**src/rtl/txdefer_ctrl.sv**
```systemverilog
module txdefer_ctrl #(
  parameter int IPG_TICKS   = 96,
  parameter int BLIND_TICKS = 40
) (
  input  logic clk,
  input  logic rst_n,
  input  logic tick,
  input  logic full_duplex,
  input  logic crs,
  input  logic rx_active,
  input  logic col_in,
  input  logic tx_active,
  input  logic tx_pending,
  output logic tx_grant,
  output logic ipg_busy,
  output logic col_out,
  output logic lcar_err
);
  localparam int IPG_W   = $clog2(IPG_TICKS + 1);
  localparam int BLIND_W = $clog2(BLIND_TICKS + 1);

  logic [IPG_W-1:0]   ipg_cnt;
  logic [BLIND_W-1:0] blind_cnt;
  logic tx_d, lcar_seen;

  wire blinded  = (blind_cnt != '0) && !full_duplex;
  wire crs_seen = crs && !blinded;
  wire defer    = full_duplex ? tx_active : (tx_active || rx_active || crs_seen);
  wire tx_fall  = tx_d && !tx_active;
  wire lcar_hit = !full_duplex && tx_active && !crs && !blinded && !lcar_seen;

  assign ipg_busy = (ipg_cnt != '0);
  assign tx_grant = tx_pending && !ipg_busy && !defer;
  assign col_out  = col_in && !full_duplex;

  always_ff @(posedge clk) begin
    if (!rst_n) begin
      ipg_cnt <= '0;
    end else if (defer) begin
      ipg_cnt <= IPG_W'(IPG_TICKS);
    end else if (tick && ipg_busy) begin
      ipg_cnt <= ipg_cnt - 1'b1;
    end
  end

  always_ff @(posedge clk) begin
    if (!rst_n || full_duplex) begin
      blind_cnt <= '0;
    end else if (tx_fall) begin
      blind_cnt <= BLIND_W'(BLIND_TICKS);
    end else if (tick && blind_cnt != '0) begin
      blind_cnt <= blind_cnt - 1'b1;
    end
  end

  always_ff @(posedge clk) begin
    if (!rst_n) begin
      tx_d      <= 1'b0;
      lcar_seen <= 1'b0;
      lcar_err  <= 1'b0;
    end else begin
      tx_d      <= tx_active;
      lcar_err  <= lcar_hit;
      lcar_seen <= tx_active && (lcar_seen || lcar_hit);
    end
  end

  AST_GAP_RELOAD: assert property (@(posedge clk) disable iff (!rst_n)
    defer |=> ipg_busy);
  AST_FD_NO_BLIND: assert property (@(posedge clk) disable iff (!rst_n)
    full_duplex |=> (blind_cnt == '0));
  AST_LCAR_SINGLE: assert property (@(posedge clk) disable iff (!rst_n)
    lcar_err |=> !lcar_err);
  AST_FD_NO_LCAR: assert property (@(posedge clk) disable iff (!rst_n)
    (full_duplex && $past(full_duplex)) |-> !lcar_err);
  AST_FD_RX_NO_DEFER: assert property (@(posedge clk) disable iff (!rst_n)
    (full_duplex && !tx_active && !ipg_busy && tx_pending) |-> tx_grant);
endmodule

```
**config.mk**
```make
export PLATFORM = sky130hd
export DESIGN_NAME = txdefer_ctrl
export DESIGN_NICKNAME = d
export VERILOG_FILES = /design/src/rtl/txdefer_ctrl.sv
export SDC_FILE = /design/constraint.sdc
export NUM_CORES = 1
export LEC_CHECK = 0
export ABC_AREA = 1
export BUFFER_PORTS_ARGS = -buffer_cell sky130_fd_sc_hd__buf_2
export CAP_MARGIN = 40
export CELL_PAD_IN_SITES_DETAIL_PLACEMENT = 1
export CELL_PAD_IN_SITES_GLOBAL_PLACEMENT = 2
export CORE_MARGIN = 1
export CORE_UTILIZATION = 31
export CTS_CLUSTER_SIZE = 40
export DETAILED_ROUTE_END_ITERATION = 7
export GPL_TIMING_DRIVEN = 0
export HOLD_SLACK_MARGIN = 0.1
export MAX_ROUTING_LAYER = met4
export PLACE_DENSITY_LB_ADDON = 0.2
export SLEW_MARGIN = 20
export SYNTH_ARGS = -nofsm -noshare
export SYNTH_HDL_FRONTEND = slang
export SYNTH_SLANG_ARGS = --single-unit
```
**constraint.sdc**
```tcl
create_clock -name clk -period 1.7 [get_ports clk]
set_clock_uncertainty 0.15 [all_clocks]
set_input_delay 0 -clock clk [delete_from_list [all_inputs] [get_ports clk]]
set_output_delay 0 -clock clk [all_outputs]
set_load 0.03 [all_outputs]
```
---- Word level (Yosys, flattened, before mapping) ----
Cells that the tools add are included.
word-level totals
  bits in registers ....................... 16
  bits in writable memories ............... 0
  memories kept ........................... 0
  latch bits .............................. 0
  logic and storage cells ................. 46
  bits in read-only memories .............. 0
cells by class
  shift operators ......................... 0
  $lt $le $gt $ge ......................... 0
  bitwise gates (word level) .............. 1
  add/subtract/negate cells ............... 2
  $mul .................................... 0
  divide/modulo/power cells ............... 0
  reduce and logical (&&, ||, !) cells .... 31
  multiplexer cells ....................... 5
  equal/unequal tests ..................... 0
operators with widths
  operator               count
  $mux W7                2
  $logic_and A1 B1 Y1    13
  $mux W6                2
  $logic_not A1 Y1       8
  $reduce_bool A7 Y1     1
  $sub A7 B1 Y7 const B  1
  $reduce_bool A6 Y1     1
  $sub A6 B1 Y6 const B  1
  $logic_or A1 B1 Y1     4
  $reduce_bool A2 Y1     2
  $reduce_or A2 Y1       2
  $mux W1                1
  $not A1 Y1             1

---- Longest topological paths before layout ----
Gate-level depths: netlist (run 1).
  depth after elaboration ................. 8
  depth in mapped cells ................... 11
  gate-level depth less buffers ........... 11

---- Worst setup path before layout (run 1) ----
No wires, ideal clock.
  kind .................................... reg2out
  start point ............................. register blind_cnt[0]
  end point ............................... output tx_grant
  stages on the path, launching flop included .. 6
  path slack .............................. 62 ps
  data arrival time ....................... 1488 ps
  cells stage by stage .................... dfxtp_1 -> inv_1 -> ha_1 -> nand4_2 -> nor2_4 -> nor3_1
between the ends
  cells in the longest elaborated chain, start to end .. 8
ends and longest elaborated chain
  what                      RTL line  source
  start: declaration        23        logic [BLIND_W-1:0] blind_cnt;
  start signal: assignment  50        blind_cnt <= BLIND_W'(BLIND_TICKS);
  start signal: assignment  52        blind_cnt <= blind_cnt - 1'b1;
  $reduce_bool A6 Y1        26        wire blinded = (blind_cnt != '0) && !full_duplex;
  $logic_and A1 B1 Y1       26
  $logic_not A1 Y1          27        wire crs_seen = crs && !blinded;
  $logic_and A1 B1 Y1       27
  $logic_or A1 B1 Y1        28        wire defer = full_duplex ? tx_active : (tx_active || rx_active || crs_seen);
  $mux W1                   28
  $logic_not A1 Y1          33        assign tx_grant = tx_pending && !ipg_busy && !defer;
  $logic_and A1 B1 Y1       33
  end: declaration          14        output logic tx_grant,
No other way between the ends.

---- Worst setup path in the final report (run 1) ----
Ends and elaborated chain as after synthesis.

==> results of run 1 <==
==> how the worst max path moves through the flow <==
stage	from	end	cells past startpoint
global placement	ipg_cnt[0]$_SDFFE_PP0P_	ipg_cnt[3]$_SDFFE_PP0P_	9
global route	blind_cnt[0]$_SDFFE_PP0P_	tx_grant	6
floorplan	blind_cnt[0]$_SDFFE_PP0P_	tx_grant	5
CTS	blind_cnt[0]$_SDFFE_PP0P_	tx_grant	6
detailed placement	ipg_cnt[0]$_SDFFE_PP0P_	ipg_cnt[3]$_SDFFE_PP0P_	9
finish	blind_cnt[0]$_SDFFE_PP0P_	tx_grant	6
==> layer usage <==
layer  vias to the layer above  share of wire [%]
li1                        477                  -
met1                       399                 47
met2                         6                 51
met3                         2                1.5
met4                         0               0.66
met5                         -                  0
==> cell usage after synthesis (all sizes together) <==
cell / count / area share [%]
nand3: 10 / 6.5
dfxtp: 16 / 32
nand4: 4 / 3.1
o21bai: 1 / 0.75
inv: 25 / 9.6
xor2: 2 / 1.8
nor3: 3 / 2.0
nor3b: 1 / 1.2
nand3b: 1 / 0.75
nor2: 26 / 16
a21oi: 7 / 4.6
clkinv: 1 / 0.37
a211oi: 1 / 0.75
or2: 1 / 0.63
nand2: 33 / 15
ha: 4 / 5.0
o21ai: 1 / 0.50
==> area by class of cell <==
cell class / instances / share of cell area (%)
inverters: 26 / 7.93
clock buffers: 4 / 2.80
well taps: 44 / 4.26
multi-input cells: 95 / 47.7
repair buffers: 22 / 12.3
flip-flops and latches: 16 / 25.0
==> critical path, stage by stage (launching register included) <==
cell	delay, ns
dfxtp_2	0.34
inv_1	0.15
ha_4	0.18
nand4_2	0.15
nor2_4	0.16
nor3_4	0.06
buf_6	0.14
==> sequential cells by signal, indices dropped and copies added, names as in the netlist <==
register   flops
ipg_cnt        7
blind_cnt      6
lcar_err       1
lcar_seen      1
tx_d           1
==> through the flow <==
step	setup WS, ns	cell area [um^2]	cells
4_1_cts	0.00333	1250	205
6_report	0.0847	1290	207
2_1_floorplan	0.0615	1000	137
3_5_place_dp	0.137	1120	193
3_3_place_gp	0.169	1120	193
5_1_grt	-0.000243	1290	207
==> logic make-up (layout without fill, tap and decap cells) <==
kind of cell,count (synthesis),in the layout,share of synthesized area [%]
AO/OA/AOI/OAI,10,10,6.63
XOR/XNOR,2,2,1.75
adder cells (fa/ha/maj),4,4,5.00
buffers and inverters,26,52,10.0
flip-flops,16,16,32.0
AND/OR/NAND/NOR,79,79,44.6
==> power groups by stage <==
stage                     Clock [W]  Combinational, W  Sequential [W]
after global routing       0.000288          0.000333        0.000416
after floorplan                   0          0.000201        0.000419
final                      0.000263          0.000294        0.000414
after CTS                  0.000278          0.000280        0.000414
after detailed placement          0          0.000259        0.000422
after global placement            0          0.000251        0.000421
==> what timing repair did <==
action | 4_1_cts | 5_1_grt
setup buffers | 1 | 2
hold buffers | 7 | 0
resized for setup | 6 | 10
endpoints found under the hold margin | 16 | 0
cloned | 0 | 0
setup endpoints to repair | 1 | 1
pin swaps | 1 | 5
==> summary.md, run 1 <==
| Metric | Value |
|---|---|
| Clock transition at path regs | `0.11 ns` |
| RD Place Congestion | `0.734` |
| Slew margin rel. | `79.1%` |
| Sequential area share after synthesis | `32.0%` |
| Antenna violations before repair | `0` |
| Vias in the first global route | `924` |
| Switching Power | `0.000330 W` |
| Util after Layout | `42.4%` |
| R2r endpoint | `ipg_cnt[4]$_SDFFE_PP0P_` |
| Dpl hpwl | `1700 um` |
| Top Usage Layer GRT | `met2` |
| Hold Path End | `col_out` |
| Setup violators final | `0` |
| M1 GR Usage | `18.9%` |
| Kind of critical path | `flop to primary output` |
| Final Hold Viols | `0` |
| # IOs | `13` |
| Comb pwr share | `30.3%` |
| Avg Inst Size Synth | `7.31 um^2` |
| Tot Pwr | `0.000971 W` |
| Register share of total power | `42.6%` |
| Initial DRC Count | `7` |
| Distinct cells, synth | `27` |
| Fin. max-slew vios | `0` |
| Met3 usage | `1.98%` |
| WHS | `0.175 ns` |
| Clock root cell | `clkbuf_4` |
| Number of detailed-route iterations in the first pass | `3` |
| I/O Buffers | `12` |
| Worst-Margin Slew | `0.311 ns` |
| Total track usage | `15.6%` |
| Die Wd | `58.8 um` |
| Max Freq | `0.619 GHz` |
| Internal power | `0.000641 W` |
| Setup TNS | `0 ns` |
| DR vias/cell | `4.27` |
| Initial core utilization | `32.8%` |
| Via count | `884` |
| Area of the multi-input gates | `617 um^2` |
| Mapped Cells | `137` |
| Final ANT Viol Nets | `0` |
| Nets | `177` |
| First-pass GRT wire length | `3890 um` |
| Worst EP required | `1.55 ns` |
| CTS sink cnt | `16` |
| Pwr Density | `750 mW/mm^2` |
| Hold crit path type | `input pin to primary output` |
| CTS max path bufs | `2` |
| Crit path capture type | `primary output` |
| # Max-Cap Violations | `0` |
| Seq cells post-synth | `16` |
| Site Rows | `20` |
| Drc violations | `0` |
| Area Growth Syn to Fin | `29.2%` |
| Register area | `324 um^2` |
| Syn nets | `150` |
| Worst-path fanout max | `4` |
| Die Ht | `58.8 um` |
| Worst hold path depth | `4` |
| Hold Crit Start | `col_in` |
| Fraction of layout cells with a size suffix above 1 | `35.6%` |
| Critical path arrival | `1.47 ns` |
| Mapped Area | `0.00100 mm^2` |
| Max VDD drop | `0.000320 V` |
| Sw frac | `34.0%` |
| Most frequent cells in the layout | `28 x nand2_1, 19 x inv_1, 13 x nor2_1, 13 x dfxtp_1, 11 x buf_2` |
| Worst R2R Path Depth | `11` |
| Clk Latency, worst-skew pair | `0.29 ns` |
| H-tree levels | `1` |
| Drt total wl | `2270 um` |
| Filler cell count | `411` |
| Most common cell after layout, fill and taps aside | `nand2_1` |
| ANT cells | `0` |
| Congestion Overflow GR | `0` |
| Outcome | `finished, final reports clean` |
| Wire per inst | `11.0 um` |
| Die area | `0.00346 mm^2` |
| Largest net degree at the start of global routing | `10` |
| Num CTS Buffers | `3` |
| Met2 GRT Util | `25.6%` |
| Worst R2R Start | `ipg_cnt[0]$_SDFFE_PP0P_` |
| Clock period minus worst slack | `1.62 ns` |
| Clock power frac | `27.1%` |
| Leak | `0.606 nW` |
| Tcrit/Tclk final | `95.0%` |
| Critical Path Start Type | `flop` |
| CTS tree | `built` |
| Total core area | `0.00305 mm^2` |
| Flop-to-flop setup slack | `0.10 ns` |
| Yosys warns | `0` |
Note: power is estimated with default switching activity, not from simulation.
==> inputs of run 2 (changes only) <==
- clock period: 1.7 -> 1.61 ns (I/O delays scaled with it)
==> run 2 against run 1 <==
Compared with the run above: non-clock buffer count up 6; register-to-register slack worse by 0.02 ns; wire length up 1.7%; die area unchanged; critical endpoint is now ipg_cnt[4]$_SDFFE_PP0P_; sequential power up 5.8%; combinational power up 12%; critical path depth up 5; setup slack worse by 0.0028 ns.
==> summary.md, run 2 (synthesized netlist as in run 1, its figures left out) <==
| Metric | Value |
|---|---|
| Worst R2R Start | `ipg_cnt[0]$_SDFFE_PP0P_` |
| Crit-path cells | `inv_2 > ha_4 > inv_2 > nor2_4 > buf_4 > nand3_2 > nand2_2 > inv_2 > nor2_1 > a21oi_1 > nor2_2` |
| Met3 WL post-DR | `40 um (+18%)` |
| Area of the multi-input gates | `638 um^2 (+3.4%)` |
| # IOs | `13 (unchanged)` |
| Worst-Margin Slew | `0.317 ns (+0.00617 ns)` |
| RSZ-0062 raised after global routing | `true` |
| Clock transition at path regs | `0.11 ns (about the same)` |
| Total core area | `0.00305 mm^2 (unchanged)` |
| Max Freq | `0.654 GHz` |
| RD Place Congestion | `0.758 (+3.2%)` |
| Critical Path Start Type | `flop` |
| Worst R2R Path Depth | `11 (unchanged)` |
| Via count | `921 (+4.2%)` |
| Slowest-stage cell, CP | `dfxtp_2` |
| Num CTS Buffers | `3 (unchanged)` |
| Register area | `329 um^2 (+1.5%)` |
| Clock root cell | `clkbuf_4` |
| I/O Buffers | `12 (unchanged)` |
| H-tree levels | `1 (unchanged)` |
| Final WS setup | `0.0818 ns (-0.00283 ns)` |
| R2r endpoint | `ipg_cnt[4]$_SDFFE_PP0P_` |
| Initial core utilization | `32.8% (unchanged)` |
| WL met1 | `1030 um (-3.2%)` |
| Max VDD drop | `0.000300 V (-6.3%)` |
| Instance count on the critical path | `11 (+5)` |
| DP Worst Slack | `0.0342 ns (-0.103 ns)` |
| Congestion Overflow GR | `0 (unchanged)` |
| Largest net degree at the start of global routing | `9 (-1)` |
| Tot Pwr | `0.000991 W (+2.1%)` |
| Die Ht | `58.8 um (unchanged)` |
| Kind of critical path | `flop to flop` |
| CTS max path bufs | `2 (unchanged)` |
| CTS tree | `built` |
| Crit path top cell by count | `inv_2` |
| Setup violators final | `0 (unchanged)` |
| Largest register FFs | `7 (unchanged)` |
| Met2 wire len | `1220 um (+5.5%)` |
| Die Wd | `58.8 um (unchanged)` |
| Vias in the first global route | `906 (-1.9%)` |
| Most common cell after layout, fill and taps aside | `nand2_1` |
| DR vias/cell | `4.34 (+1.7%)` |
| Final Hold Viols | `0 (unchanged)` |
| Max Used Layer | `met4` |
| Leak | `0.629 nW (+3.8%)` |
| Drt total wl | `2310 um (+1.7%)` |
| Wire per inst | `10.9 um (-0.72%)` |
| Critical path arrival | `1.58 ns (+0.11 ns)` |
| Delay-heaviest family, CP | `buffers and inverters` |
| CTS sink cnt | `16 (unchanged)` |
| Final ANT Viol Nets | `0 (unchanged)` |
| Fin. max-slew vios | `0 (unchanged)` |
| Worst EP required | `1.66 ns (+0.11 ns)` |
| Dpl hpwl | `1680 um (-1.5%)` |
| Outcome | `finished, final reports clean` |
| Fraction of layout cells with a size suffix above 1 | `43.5% (+7.9 points)` |
| Tcrit/Tclk final | `94.9%` |
| Setup crit end | `ipg_cnt[4]$_SDFFE_PP0P_` |
| Crit path from | `ipg_cnt[0]$_SDFFE_PP0P_` |
| Number of detailed-route iterations in the first pass | `2 (-1)` |
| Largest registers | `ipg_cnt (7), blind_cnt (6)` |
| Drc violations | `0 (unchanged)` |
| Most flops, register | `ipg_cnt` |
| Filler cell count | `399 (-2.9%)` |
| Initial DRC Count | `19 (+12)` |
| Flop-to-flop setup slack | `0.08 ns (-0.02 ns)` |
| Area Growth Syn to Fin | `34.4%` |
| Site Rows | `20 (unchanged)` |
| Total track usage | `15.0% (-0.59 points)` |
| # Max-Cap Violations | `0 (unchanged)` |
| Pwr Density | `737 mW/mm^2 (-1.8%)` |
| Die area | `0.00346 mm^2 (unchanged)` |
| Antenna violations before repair | `0 (unchanged)` |
| Most frequent cells in the layout | `27 x nand2_1, 16 x inv_1, 13 x nor2_1, 11 x buf_2, 10 x buf_4` |
| Max incr delay on CP | `0.35 ns (about the same)` |
| Nets | `183 (+3.4%)` |
| ANT cells | `0 (unchanged)` |
| Clk Latency, worst-skew pair | `0.29 ns (about the same)` |
| Clock period minus worst slack | `1.53 ns` |
| Worst-path fanout max | `7 (+3)` |
| Crit path capture type | `flop` |
| Hold crit path type | `input pin to primary output` |
| Worst path buffer plus inverter count | `4 (+2)` |
| First-pass GRT wire length | `3750 um (-3.7%)` |
| Slew margin rel. | `78.7% (-0.41 points)` |
## run 2: area by class of cell
| class | count | area share, % |
|---|---|---|
| Clock buffer | 3 | 1.67 |
| Multi-Input combinational cell | 95 | 47.4 |
| Sequential cell | 16 | 24.5 |
| Inverter | 26 | 7.44 |
| Timing Repair Buffer | 28 | 14.9 |
| Tap cell | 44 | 4.09 |
## run 2: worst register-to-register path, cell delays in order (launching register included)
cell	delay [ns]
dfxtp_2	0.35
inv_2	0.05
ha_4	0.15
inv_2	0.06
nor2_4	0.03
buf_4	0.13
nand3_2	0.08
nand2_2	0.08
inv_2	0.12
nor2_1	0.05
a21oi_1	0.14
nor2_2	0.04
## run 2: worst min-delay path by stage
stage / from / end / cells after the start / slack [ns]
6_report: col_in / col_out / 4 / 0.19
5_1_grt: col_in / col_out / 4 / 0.20
4_1_cts: col_in / col_out / 4 / 0.18
3_5_place_dp: tx_active / tx_d$_SDFF_PN0_ / 3 / 0.09
3_3_place_gp: tx_active / tx_d$_SDFF_PN0_ / 3 / 0.08
2_1_floorplan: rst_n / ipg_cnt[6]$_SDFFE_PN0P_ / 2 / -0.05
## run 2: report_power, final
group / internal, W / leakage, nW / switching (W) / total [W]
Clock: 0.0000870 / 0.0138 / 0.000138 / 0.000225
Combinational: 0.000136 / 0.481 / 0.000192 / 0.000328
Sequential: 0.000418 / 0.134 / 0.0000204 / 0.000438
## run 2: per-stage QoR
stage	hold slack (ns)	utilization, %	instance area, um^2	instances	setup TNS, ns
after floorplan	-0.0524	-	1010	137	0
after global placement	0.0752	36.7	1120	193	0
after detailed placement	0.0908	36.7	1120	193	0
after CTS	0.181	41.8	1280	209	0
after global routing	0.202	44.1	1350	212	-0.0564
final	0.190	44.1	1350	212	0
## run 2: routing by layer
| layer | up-vias | GRT usage [%] |
|---|---|---|
| met2 | 9 | 25.2 |
| met1 | 424 | 17.6 |
| li1 | 486 | - |
| met4 | 0 | 7.14 |
| met5 | - | - |
| met3 | 2 | 1.98 |
## run 2: repair_timing
item                       in CTS  in global routing
buffers inserted                6                  3
hold buffers                    7                  0
pin swaps                       4                  5
resized for setup               9                 15
setup endpoints to repair       1                  7
hold endpoints to repair       16                  0
